## src/rtl/smb_pkg.sv

```systemverilog
package smb_pkg;
  localparam int unsigned BYTE_W = 8;
  localparam int unsigned PTR_W  = 7;

  typedef enum logic [3:0] {
    ST_IDLE, ST_ADDR, ST_AACK, ST_CMD, ST_CACK, ST_CNT, ST_KACK,
    ST_WDAT, ST_WACK, ST_RDAT, ST_RACK, ST_IGN
  } smb_state_e;
endpackage

```

## src/rtl/smb_sync.sv

```systemverilog
module smb_sync (
  input  logic clk_i,
  input  logic rst_ni,
  input  logic scl_i,
  input  logic sda_i,
  output logic scl_o,
  output logic sda_o,
  output logic start_o,
  output logic stop_o,
  output logic rise_o,
  output logic fall_o
);
  logic [1:0] scl_ff, sda_ff;
  logic       scl_q, sda_q;

  always_ff @(posedge clk_i or negedge rst_ni) begin
    if (!rst_ni) begin
      scl_ff <= 2'b11;
      sda_ff <= 2'b11;
      scl_q  <= 1'b1;
      sda_q  <= 1'b1;
    end else begin
      scl_ff <= {scl_ff[0], scl_i};
      sda_ff <= {sda_ff[0], sda_i};
      scl_q  <= scl_ff[1];
      sda_q  <= sda_ff[1];
    end
  end

  assign scl_o   = scl_ff[1];
  assign sda_o   = sda_ff[1];
  assign start_o = scl_q & scl_ff[1] & sda_q & ~sda_ff[1];
  assign stop_o  = scl_q & scl_ff[1] & ~sda_q & sda_ff[1];
  assign rise_o  = ~scl_q & scl_ff[1];
  assign fall_o  = scl_q & ~scl_ff[1];
endmodule

```

## src/rtl/smb_bus_fsm.sv

```systemverilog
module smb_bus_fsm
  import smb_pkg::*;
#(
  parameter logic [6:0]  ADDR7 = 7'h69,
  parameter int unsigned NREG  = 8
) (
  input  logic              clk_i,
  input  logic              rst_ni,
  input  logic              scl_s_i,
  input  logic              sda_s_i,
  input  logic              start_i,
  input  logic              stop_i,
  input  logic              rise_i,
  input  logic              fall_i,
  input  logic              plain_i,
  input  logic [BYTE_W-1:0] rd_data_i,
  output logic [PTR_W-1:0]  rd_addr_o,
  output logic              wr_en_o,
  output logic [PTR_W-1:0]  wr_addr_o,
  output logic [BYTE_W-1:0] wr_data_o,
  output logic              sda_oe_o
);
  localparam logic [BYTE_W-1:0] CNT_BYTE = BYTE_W'(NREG);

  smb_state_e        state_q;
  logic [3:0]        bcnt_q;
  logic [BYTE_W-1:0] sh_q, tx_q, wr_data_q;
  logic [PTR_W-1:0]  ptr_q, wr_addr_q;
  logic              blk_q, rd_q, cntph_q, mack_q, wr_en_q;

  always_ff @(posedge clk_i or negedge rst_ni) begin
    if (!rst_ni) begin
      state_q   <= ST_IDLE;
      bcnt_q    <= '0;
      sh_q      <= '0;
      tx_q      <= '0;
      ptr_q     <= '0;
      blk_q     <= 1'b0;
      rd_q      <= 1'b0;
      cntph_q   <= 1'b0;
      mack_q    <= 1'b0;
      wr_en_q   <= 1'b0;
      wr_addr_q <= '0;
      wr_data_q <= '0;
    end else begin
      wr_en_q <= 1'b0;
      if (start_i) begin
        state_q <= ST_ADDR;
        bcnt_q  <= '0;
      end else if (stop_i) begin
        state_q <= ST_IDLE;
      end else begin
        case (state_q)
          ST_ADDR, ST_CMD, ST_CNT, ST_WDAT: begin
            if (rise_i) begin
              sh_q   <= {sh_q[BYTE_W-2:0], sda_s_i};
              bcnt_q <= bcnt_q + 4'd1;
            end else if (fall_i && bcnt_q == 4'd8) begin
              bcnt_q <= '0;
              case (state_q)
                ST_ADDR: begin
                  if (sh_q[7:1] == ADDR7) begin
                    state_q <= ST_AACK;
                    rd_q    <= sh_q[0];
                  end else begin
                    state_q <= ST_IGN;
                  end
                end
                ST_CMD: begin
                  state_q <= ST_CACK;
                  blk_q   <= ~sh_q[7];
                  ptr_q   <= sh_q[7] ? sh_q[6:0] : '0;
                end
                ST_CNT: state_q <= ST_KACK;
                default: begin
                  state_q   <= ST_WACK;
                  wr_en_q   <= 1'b1;
                  wr_addr_q <= ptr_q;
                  wr_data_q <= sh_q;
                  ptr_q     <= ptr_q + 7'd1;
                end
              endcase
            end
          end
          ST_AACK: if (fall_i) begin
            if (rd_q) begin
              state_q <= ST_RDAT;
              cntph_q <= blk_q;
              tx_q    <= blk_q ? CNT_BYTE : rd_data_i;
            end else begin
              state_q <= ST_CMD;
            end
          end
          ST_CACK: if (fall_i) state_q <= (blk_q && !plain_i) ? ST_CNT : ST_WDAT;
          ST_KACK, ST_WACK: if (fall_i) state_q <= ST_WDAT;
          ST_RDAT: if (fall_i) begin
            if (bcnt_q == 4'd7) begin
              state_q <= ST_RACK;
              bcnt_q  <= '0;
            end else begin
              tx_q   <= {tx_q[BYTE_W-2:0], 1'b0};
              bcnt_q <= bcnt_q + 4'd1;
            end
          end
          ST_RACK: begin
            if (rise_i) mack_q <= ~sda_s_i;
            else if (fall_i) begin
              if (mack_q) begin
                state_q <= ST_RDAT;
                tx_q    <= rd_data_i;
                if (cntph_q) cntph_q <= 1'b0;
                else         ptr_q   <= ptr_q + 7'd1;
              end else begin
                state_q <= ST_IGN;
              end
            end
          end
          default: ;
        endcase
      end
    end
  end

  // next byte is fetched during the master acknowledge slot
  assign rd_addr_o = (state_q == ST_RACK && !cntph_q) ? ptr_q + 7'd1 : ptr_q;
  assign wr_en_o   = wr_en_q;
  assign wr_addr_o = wr_addr_q;
  assign wr_data_o = wr_data_q;
  assign sda_oe_o  = (state_q == ST_AACK) || (state_q == ST_CACK) ||
                     (state_q == ST_KACK) || (state_q == ST_WACK) ||
                     (state_q == ST_RDAT && !tx_q[7]);

  assert_sda_moves_scl_low_R2: assert property (@(posedge clk_i) disable iff (!rst_ni)
    (sda_oe_o != $past(sda_oe_o)) |-> !scl_s_i);
  assert_release_on_start_R3: assert property (@(posedge clk_i) disable iff (!rst_ni)
    start_i |=> !sda_oe_o);
  assert_commit_on_fall_R4: assert property (@(posedge clk_i) disable iff (!rst_ni)
    wr_en_o |-> $past(fall_i));
endmodule

```

## src/rtl/smb_reg_bank.sv

```systemverilog
module smb_reg_bank
  import smb_pkg::*;
#(
  parameter int unsigned          NREG      = 8,
  parameter logic [NREG*8-1:0]    DEFAULTS  = 64'h08_18_00_00_00_FF_FE_1F,
  parameter logic [NREG*8-1:0]    WMASK     = 64'h00_D8_61_F0_FF_FF_F7_1F,
  parameter int unsigned          STRAP_REG = 6,
  parameter int unsigned          STRAP_W   = 3
) (
  input  logic               clk_i,
  input  logic               rst_ni,
  input  logic               wr_en_i,
  input  logic [PTR_W-1:0]   wr_addr_i,
  input  logic [BYTE_W-1:0]  wr_data_i,
  input  logic [PTR_W-1:0]   rd_addr_i,
  output logic [BYTE_W-1:0]  rd_data_o,
  input  logic [STRAP_W-1:0] strap_i,
  output logic [NREG*8-1:0]  regs_o
);
  localparam int unsigned VW = NREG * 8;
  localparam int unsigned IW = (NREG > 1) ? $clog2(NREG) : 1;
  localparam logic [VW-1:0] STRAP_MASK = {{(VW-STRAP_W){1'b0}}, {STRAP_W{1'b1}}} << (STRAP_REG * 8);

  logic [VW-1:0] store_vec, strap_vec;
  logic [IW-1:0] rd_idx;

  for (genvar g = 0; g < NREG; g++) begin : g_reg
    localparam logic [7:0] M = WMASK[g*8 +: 8];
    logic [7:0] r_q;
    always_ff @(posedge clk_i or negedge rst_ni) begin
      if (!rst_ni)                                   r_q <= DEFAULTS[g*8 +: 8];
      else if (wr_en_i && wr_addr_i == PTR_W'(g))    r_q <= (wr_data_i & M) | (r_q & ~M);
    end
    assign store_vec[g*8 +: 8] = r_q;
  end

  assign strap_vec = {{(VW-STRAP_W){1'b0}}, strap_i} << (STRAP_REG * 8);
  assign regs_o    = (store_vec & ~STRAP_MASK) | strap_vec;
  assign rd_idx    = rd_addr_i[IW-1:0];
  assign rd_data_o = (rd_addr_i < PTR_W'(NREG)) ? regs_o[8*rd_idx +: 8] : '0;

  assert_oor_write_ignored_R9: assert property (@(posedge clk_i) disable iff (!rst_ni)
    (wr_en_i && wr_addr_i >= PTR_W'(NREG)) |=> $stable(store_vec));
  assert_ro_bits_kept_R9: assert property (@(posedge clk_i) disable iff (!rst_ni)
    wr_en_i |=> ((store_vec & ~WMASK) == ($past(store_vec) & ~WMASK)));
endmodule

```

## src/rtl/smb_reg_slave.sv

```systemverilog
module smb_reg_slave
  import smb_pkg::*;
#(
  parameter logic [6:0]        ADDR7     = 7'h69,
  parameter int unsigned       NREG      = 8,
  parameter logic [NREG*8-1:0] DEFAULTS  = 64'h08_18_00_00_00_FF_FE_1F,
  parameter logic [NREG*8-1:0] WMASK     = 64'h00_D8_61_F0_FF_FF_F7_1F,
  parameter int unsigned       STRAP_REG = 6,
  parameter int unsigned       STRAP_W   = 3,
  parameter int unsigned       PLAIN_REG = 5,
  parameter int unsigned       PLAIN_BIT = 0
) (
  input  logic               clk_i,
  input  logic               rst_ni,
  input  logic               scl_i,
  input  logic               sda_i,
  output logic               sda_oe_o,
  input  logic [STRAP_W-1:0] strap_i,
  output logic [NREG*8-1:0]  regs_o
);
  logic scl_s, sda_s, start, stop, rise, fall;
  logic wr_en;
  logic [PTR_W-1:0]  wr_addr, rd_addr;
  logic [BYTE_W-1:0] wr_data, rd_data;

  smb_sync i_sync (
    .clk_i, .rst_ni, .scl_i, .sda_i,
    .scl_o(scl_s), .sda_o(sda_s), .start_o(start), .stop_o(stop),
    .rise_o(rise), .fall_o(fall)
  );

  smb_bus_fsm #(.ADDR7(ADDR7), .NREG(NREG)) i_fsm (
    .clk_i, .rst_ni, .scl_s_i(scl_s), .sda_s_i(sda_s),
    .start_i(start), .stop_i(stop), .rise_i(rise), .fall_i(fall),
    .plain_i(regs_o[PLAIN_REG*8 + PLAIN_BIT]),
    .rd_data_i(rd_data), .rd_addr_o(rd_addr),
    .wr_en_o(wr_en), .wr_addr_o(wr_addr), .wr_data_o(wr_data),
    .sda_oe_o
  );

  smb_reg_bank #(
    .NREG(NREG), .DEFAULTS(DEFAULTS), .WMASK(WMASK),
    .STRAP_REG(STRAP_REG), .STRAP_W(STRAP_W)
  ) i_bank (
    .clk_i, .rst_ni, .wr_en_i(wr_en), .wr_addr_i(wr_addr), .wr_data_i(wr_data),
    .rd_addr_i(rd_addr), .rd_data_o(rd_data), .strap_i, .regs_o
  );
endmodule

```

## config.mk

```make
export PLATFORM = sky130hd
export DESIGN_NAME = smb_reg_slave
export DESIGN_NICKNAME = d
export VERILOG_FILES = /design/src/rtl/smb_pkg.sv /design/src/rtl/smb_sync.sv /design/src/rtl/smb_bus_fsm.sv /design/src/rtl/smb_reg_bank.sv /design/src/rtl/smb_reg_slave.sv
export SDC_FILE = /design/constraint.sdc
export NUM_CORES = 1
export LEC_CHECK = 0
export ABC_CLOCK_PERIOD_IN_PS = 6560
export BUFFER_PORTS_ARGS = -buffer_cell sky130_fd_sc_hd__buf_2
export CORE_MARGIN = 2
export CORE_UTILIZATION = 55
export CTS_CLUSTER_SIZE = 16
export DETAILED_ROUTE_END_ITERATION = 8
export PLACE_DENSITY = 0.83
export SLEW_MARGIN = 0
export SYNTH_ARGS = -nofsm -noshare
export SYNTH_HDL_FRONTEND = slang
export SYNTH_SLANG_ARGS = --single-unit
```

## constraint.sdc

```tcl
create_clock -name clk_i -period 6.56 [get_ports clk_i]
set_input_delay 0.328 -clock clk_i [delete_from_list [all_inputs] [get_ports clk_i]]
set_output_delay 0.328 -clock clk_i [all_outputs]
set_load 0.01 [all_outputs]
```

==> results of run 1 <==
-- where the power goes --
| group | switching [mW] | internal [mW] |
|---|---|---|
| sequential | 0.175 | 0.657 |
| combinational | 0.398 | 0.299 |
| clock | 0.228 | 0.181 |
-- layout by cell type (no fill, tap or decap), types with 22 or more instances in the layout --
cell / Yosys / routed
buf_2: 9 / 48
dfstp_2: 27 / 27
nand2_1: 30 / 30
mux2_2: 59 / 59
mux2i_1: 23 / 23
nand3_1: 25 / 25
a21oi_1: 28 / 28
conb_1: 2 / 22
dfrtp_1: 69 / 69
-- state kept, by name, indices dropped and copies added, names as in the netlist, 2 cells and up --
signal           cells
i_bank.g.r_q        39
i_fsm.sh_q           8
i_fsm.tx_q           8
i_fsm.wr_data_o      8
i_fsm.ptr_q          7
i_fsm.wr_addr_o      7
i_fsm.bcnt_q         4
i_fsm.state_q        4
i_sync.scl_ff        2
i_sync.sda_ff        2
-- cell type report --
| type | instances | area share [%] |
|---|---|---|
| clock buffer | 9 | 2.09 |
| clock inverter | 7 | 1.35 |
| inverter | 20 | 1.27 |
| multi-input combinational | 370 | 46.7 |
| sequential | 96 | 41.2 |
| tap | 133 | 2.81 |
| timing repair buffer | 52 | 4.61 |
-- routing by layer --
layer | global-route usage [%] | wire length (µm) | part of all wire (%)
met5 | 0 | 0 | 0
met4 | 6.66 | 191 | 1.5
met3 | 4.82 | 876 | 6.7
met2 | 39.4 | 6330 | 48
met1 | 34.7 | 5660 | 43
-- per-stage QoR --
stage / hold WS, ns / power [mW] / instance area, µm² / instances
4_1_cts: 0.0383 / 1.92 / 5910 / 687
3_5_place_dp: 0.196 / 1.52 / 5700 / 670
6_report: 0.0459 / 1.94 / 5910 / 687
2_1_floorplan: 0.0324 / 1.39 / 5590 / 541
5_1_grt: 0.0236 / 2.06 / 5910 / 687
3_3_place_gp: 0.193 / 1.49 / 5700 / 670
-- worst max-delay path: stages (launching register included) --
cell	delay [ns]
dfrtp_1	1.01
ha_1	0.72
inv_1	0.22
nor3_1	0.31
a21oi_1	0.10
a221oi_1	0.35
o22a_1	0.20
o221ai_1	0.09
-- path summary, 6_finish.rpt --
path / cells after the start / from / slack [ns] / end
min in group asynchronous: 2 / rst_ni / 0.34 / i_fsm.bcnt_q[3]
max in group asynchronous: 3 / rst_ni / 4.96 / i_fsm.tx_q[4]
setup / recovery: 7 / i_fsm.ptr_q[0] / 3.42 / i_fsm.tx_q[5]
setup reg to reg: 7 / i_fsm.ptr_q[0] / 3.42 / i_fsm.tx_q[5]
hold / removal: 1 / scl_i / 0.05 / i_sync.scl_ff[0]
hold reg to reg: 0 / i_sync.sda_ff[0] / 0.36 / i_sync.sda_ff[1]
-- cells by family after synthesis --
group | Yosys count | synth area share (%)
other cells | 2 | 0.136
fa+ha+maj | 3 | 0.680
xor+xnor | 6 | 0.953
simple gates | 134 | 13.6
mux | 86 | 17.8
buf+inv | 75 | 7.28
compound gates | 119 | 15.4
flops | 96 | 44.2
==> impl_metrics.toml, run 1 <==
[clock_tree]
cts_setup_buffers = 0
clock_latency_ns = 0.38
clock_sinks = 96
cts_resized = 0
clockRootBuffer = "clkbuf_8"
htreeDepth = 3
clk_path_buf_depth = 2
hold_buffers = 1
cts_buffers = 9
tritoncts = "yes"
path_clk_slew_ns = 0.10

[route]
drtIter0Drc = 365
drc = 0
drt_wl_total_mm = 13.1
vias = 4248
wl_per_cell_um = 19.0
ant_nets = 0
drt-pass1-iter-count = 5
post_drt_via_cell_ratio = 6.18

[global_routing]
grt_pass1_wl_mm = 21.4
grt_antenna_before_repair = 0
grt_overflow_total = 0
grt_max_degree = 83
grt_pass1_vias = 4091
grt_use_total_pct = 24.7

[yosys]
yosysWarnings = 0
synth_top_area_share_pct = 31.3
syn-cell-area_mm2 = 0.00552
synth_common_cells = "dfrtp_1, mux2_2, nand2_1"
yosysMostFrequentCell = "dfrtp_1"
synth.area.top_cells = "dfrtp_1, dfstp_2, mux2_2"
yosysSeqAreaShare_pct = 44.2
synth_top_area_cell = "dfrtp_1"
ys_ff_latch = 96
syn_inst = 521
synth_edf_count = 0
avgSynthCellArea_um2 = 10.6
synth_cell_types = 72
synth_ff_type = "dfrtp_1"
ys_async_sr_fraction_pct = 100

[timing]
skew_ns = 0.0122
maxSlewViolCount = 0
fin_crit_ns = 3.14
hold_viol_final = 0
max_freq_mhz = 318
relSlewSlack_pct = 18.8
rsz0062_at_grt = "no"
setup_tns_ns = 0
setup_slack_ns = 3.42
tightest_slew_ns = 1.21
finalSetupViolCount = 0
fin_crit_sh_pct = 47.9

[floorplan]
die_width_um = 104
io_pins = 72
dieHeight_um = 104
initial_core_util_pct = 56.4
core.rowCount = 36
core-area_mm2 = 0.00977
dieArea_mm2 = 0.0108

[placed_design]
place_congestion = 0.898
dp_hpwl_mm = 9.29
io_buffers = 49
place_ws_ns = 3.51

[layout]
seq_area_mm2 = 0.00244
drive_above_1_share_pct = 31.9
antenna_cells = 0
fin_nets = 559
multi_input_area_mm2 = 0.00276
num-fill-cells = 821
area_growth_syn_to_layout_pct = 7.19
fin_util_pct = 60.5

[worst_hold_path]
hold_class = "input pin to flop"

[flow_run]
drv_cap = 0

[power]
total_leakage_power_nw = 2.66
peakVddDrop_v = 0.000158
power_density_mw_per_mm2 = 328

[setup_path]
worstPathRequired_ns = 6.79
cp_max_fo = 31
critical_path.startpoint_type = "flop"
arrival_ns = 3.37
critical_path_class = "flop to flop"
worst_setup_path_end_kind = "flop"

[run_status]
status = "finished clean"
Power figures use the tool's default switching activity.
==> run 2, diff against run 1 <==
--- a/config.mk
+++ b/config.mk
@@ -5,7 +5,7 @@
 export SDC_FILE = /design/constraint.sdc
 export NUM_CORES = 1
 export LEC_CHECK = 0
-export ABC_CLOCK_PERIOD_IN_PS = 6560
+export ABC_CLOCK_PERIOD_IN_PS = 3290
 export BUFFER_PORTS_ARGS = -buffer_cell sky130_fd_sc_hd__buf_2
 export CORE_MARGIN = 2
 export CORE_UTILIZATION = 55
==> constraint.sdc (replaced) <==
create_clock -name clk_i -period 3.29 [get_ports clk_i]
set_input_delay 0.1645 -clock clk_i [delete_from_list [all_inputs] [get_ports clk_i]]
set_output_delay 0.1645 -clock clk_i [all_outputs]
set_load 0.01 [all_outputs]
==> run 2 against run 1 <==
Effect of this change:
- sequential share of layout area fell by 0.84 points
- critical endpoint is now i_fsm.tx_q[6]
- die area did not move
- largest cell class unchanged
- combinational power rose by 130%
- clock power rose by 120%
- total power rose by 110%
- non-clock buffer count rose by 12
- via count fell by 0.82%
- sequential power rose by 85%
- worst hold slack improved by 0.10 ns
- maximum frequency rose by 16%
- design area rose by 2.1%
- clock-buffer cell count did not move
==> impl_metrics.toml, run 2 (same netlist as run 1, synthesis figures left out) <==
[setup_path]
slowest_delay_ns = 0.71
r2r.worst_path.cells = 5
worst_setup_path_end_kind = "flop"
worstPathRequired_ns = 3.57
path_cells = "and4bb_2 > nand2_2 > o41ai_2 > nand3_1 > o31ai_1"
critical_path.slowest_cell = "dfrtp_1"
cp_max_fo = 19
critical_path_class = "flop to flop"
arrival_ns = 2.98
critical_path.startpoint_type = "flop"

[clock_tree]
cts_buffers = 9
tritoncts = "yes"
cts_resized = 0
cts_setup_buffers = 0
clockRootBuffer = "clkbuf_8"
htreeDepth = 3
clock_sinks = 96
clock_latency_ns = 0.37
path_clk_slew_ns = 0.10
clk_path_buf_depth = 2

[layout]
seq_area_mm2 = 0.00244
area_growth_syn_to_layout_pct = 9.41
antenna_cells = 0
final_common_cell = "dfrtp_1"
num-fill-cells = 790
multi_input_area_mm2 = 0.00276
finalInstanceArea_mm2 = 0.00604
largest-register = "i_bank.g.r_q"
fin_cells = 699
layout_common_cells = "dfrtp_1, mux2_2, buf_2"
largest_register_ffs = 39
drive_above_1_share_pct = 33.0
fin_nets = 571

[worst_hold_path]
hold_class = "input pin to flop"
hold_depth = 3

[placed_design]
place_inst = 680
io_buffers = 49
postPlaceCellArea_mm2 = 0.00577
place_ws_ns = 0.684
dp_hpwl_mm = 9.35
place_congestion = 0.971

[timing]
hold_viol_final = 0
skew_ns = 0.00861
finalSetupViolCount = 0
fin_crit_sh_pct = 82.0
max_freq_mhz = 371
relSlewSlack_pct = 41.5
whs_ns = 0.148
setup_slack_ns = 0.592
maxSlewViolCount = 0
tightest_slew_ns = 0.870
rsz0062_at_grt = "no"
setup_tns_ns = 0
fin_crit_ns = 2.70

[global_routing]
gr-usage-met2_pct = 37.7
grt_use_total_pct = 24.5
grt_overflow_total = 0
grtUsageMet3_pct = 4.39
busiest_layer = "met2"
grt_antenna_before_repair = 0
grt_pass1_vias = 3932
grt_max_degree = 49
grt_use_met1_pct = 34.7
grt_pass1_wl_mm = 21.2

[power]
total_leakage_power_nw = 2.73
power_density_mw_per_mm2 = 670
peakVddDrop_v = 0.000338

[route]
ant_nets = 0
wl_per_cell_um = 18.5
drc = 0
drt-pass1-iter-count = 5
drtIter0Drc = 300
drt_wl_total_mm = 12.9
vias = 4213
post_drt_via_cell_ratio = 6.03

[floorplan]
core-area_mm2 = 0.00977
core.rowCount = 36
dieArea_mm2 = 0.0108
dieHeight_um = 104
initial_core_util_pct = 56.4
io_pins = 72
die_width_um = 104

[run_status]
status = "finished clean"

[flow_run]
drv_cap = 0
-- run 2: area by class of cell --
class / count / share of cell area, %
clock buffer: 9 / 2.05
clock inverter: 7 / 1.78
inverter: 20 / 1.24
multi-input combinational: 370 / 45.7
sequential: 96 / 40.4
tap: 133 / 2.76
timing repair buffer: 64 / 6.09
-- run 2: timing repair --
item / 4_1_cts / 5_1_grt
endpoints found under the hold margin: 33 / 0
hold buffers: 3 / 0
setup endpoints to repair: 0 / 0
-- run 2: final timing paths --
path	startpoint	endpoint	slack (ns)
setup / recovery	i_fsm.state_q[1]	i_fsm.tx_q[6]	0.59
hold / removal	strap_i[2]	i_fsm.tx_q[2]	0.15
setup reg to reg	i_fsm.state_q[1]	i_fsm.tx_q[6]	0.59
hold reg to reg	i_sync.sda_ff[0]	i_sync.sda_ff[1]	0.36
max in group asynchronous	rst_ni	i_bank.g_reg[0].r_q[0]	2.14
min in group asynchronous	rst_ni	i_fsm.rd_q	0.35
-- run 2: where the power goes --
group	total (mW)	leakage (nW)	switching [mW]	internal, mW
sequential	1.54	1.21	0.226	1.31
clock	0.889	0.114	0.445	0.444
combinational	1.62	1.40	0.961	0.655
total	4.04	2.73	1.63	2.41
-- run 2: per-stage QoR --
stage                     power [mW]  utilization, %
after floorplan                 2.77               -
after global placement          3.10            59.1
after detailed placement        3.14            59.1
after CTS                       4.03            61.8
after global routing            4.29            61.8
final                           4.04            61.8
-- run 2: per-layer routing --
metal  share of wire, %  up-vias
met5                  0        -
met4                2.1        0
met3                7.1       23
met2                 47      188
met1                 44     2053
li1                   -     1949
-- run 2: worst max-delay path, delay by kind of cell, from the launching register on --
| kind | cells | cell delay, ns |
|---|---|---|
| and+or+nand+nor | 3 | 1.05 |
| AOI/OAI and AO/OA | 2 | 0.84 |
| DFF | 1 | 0.71 |
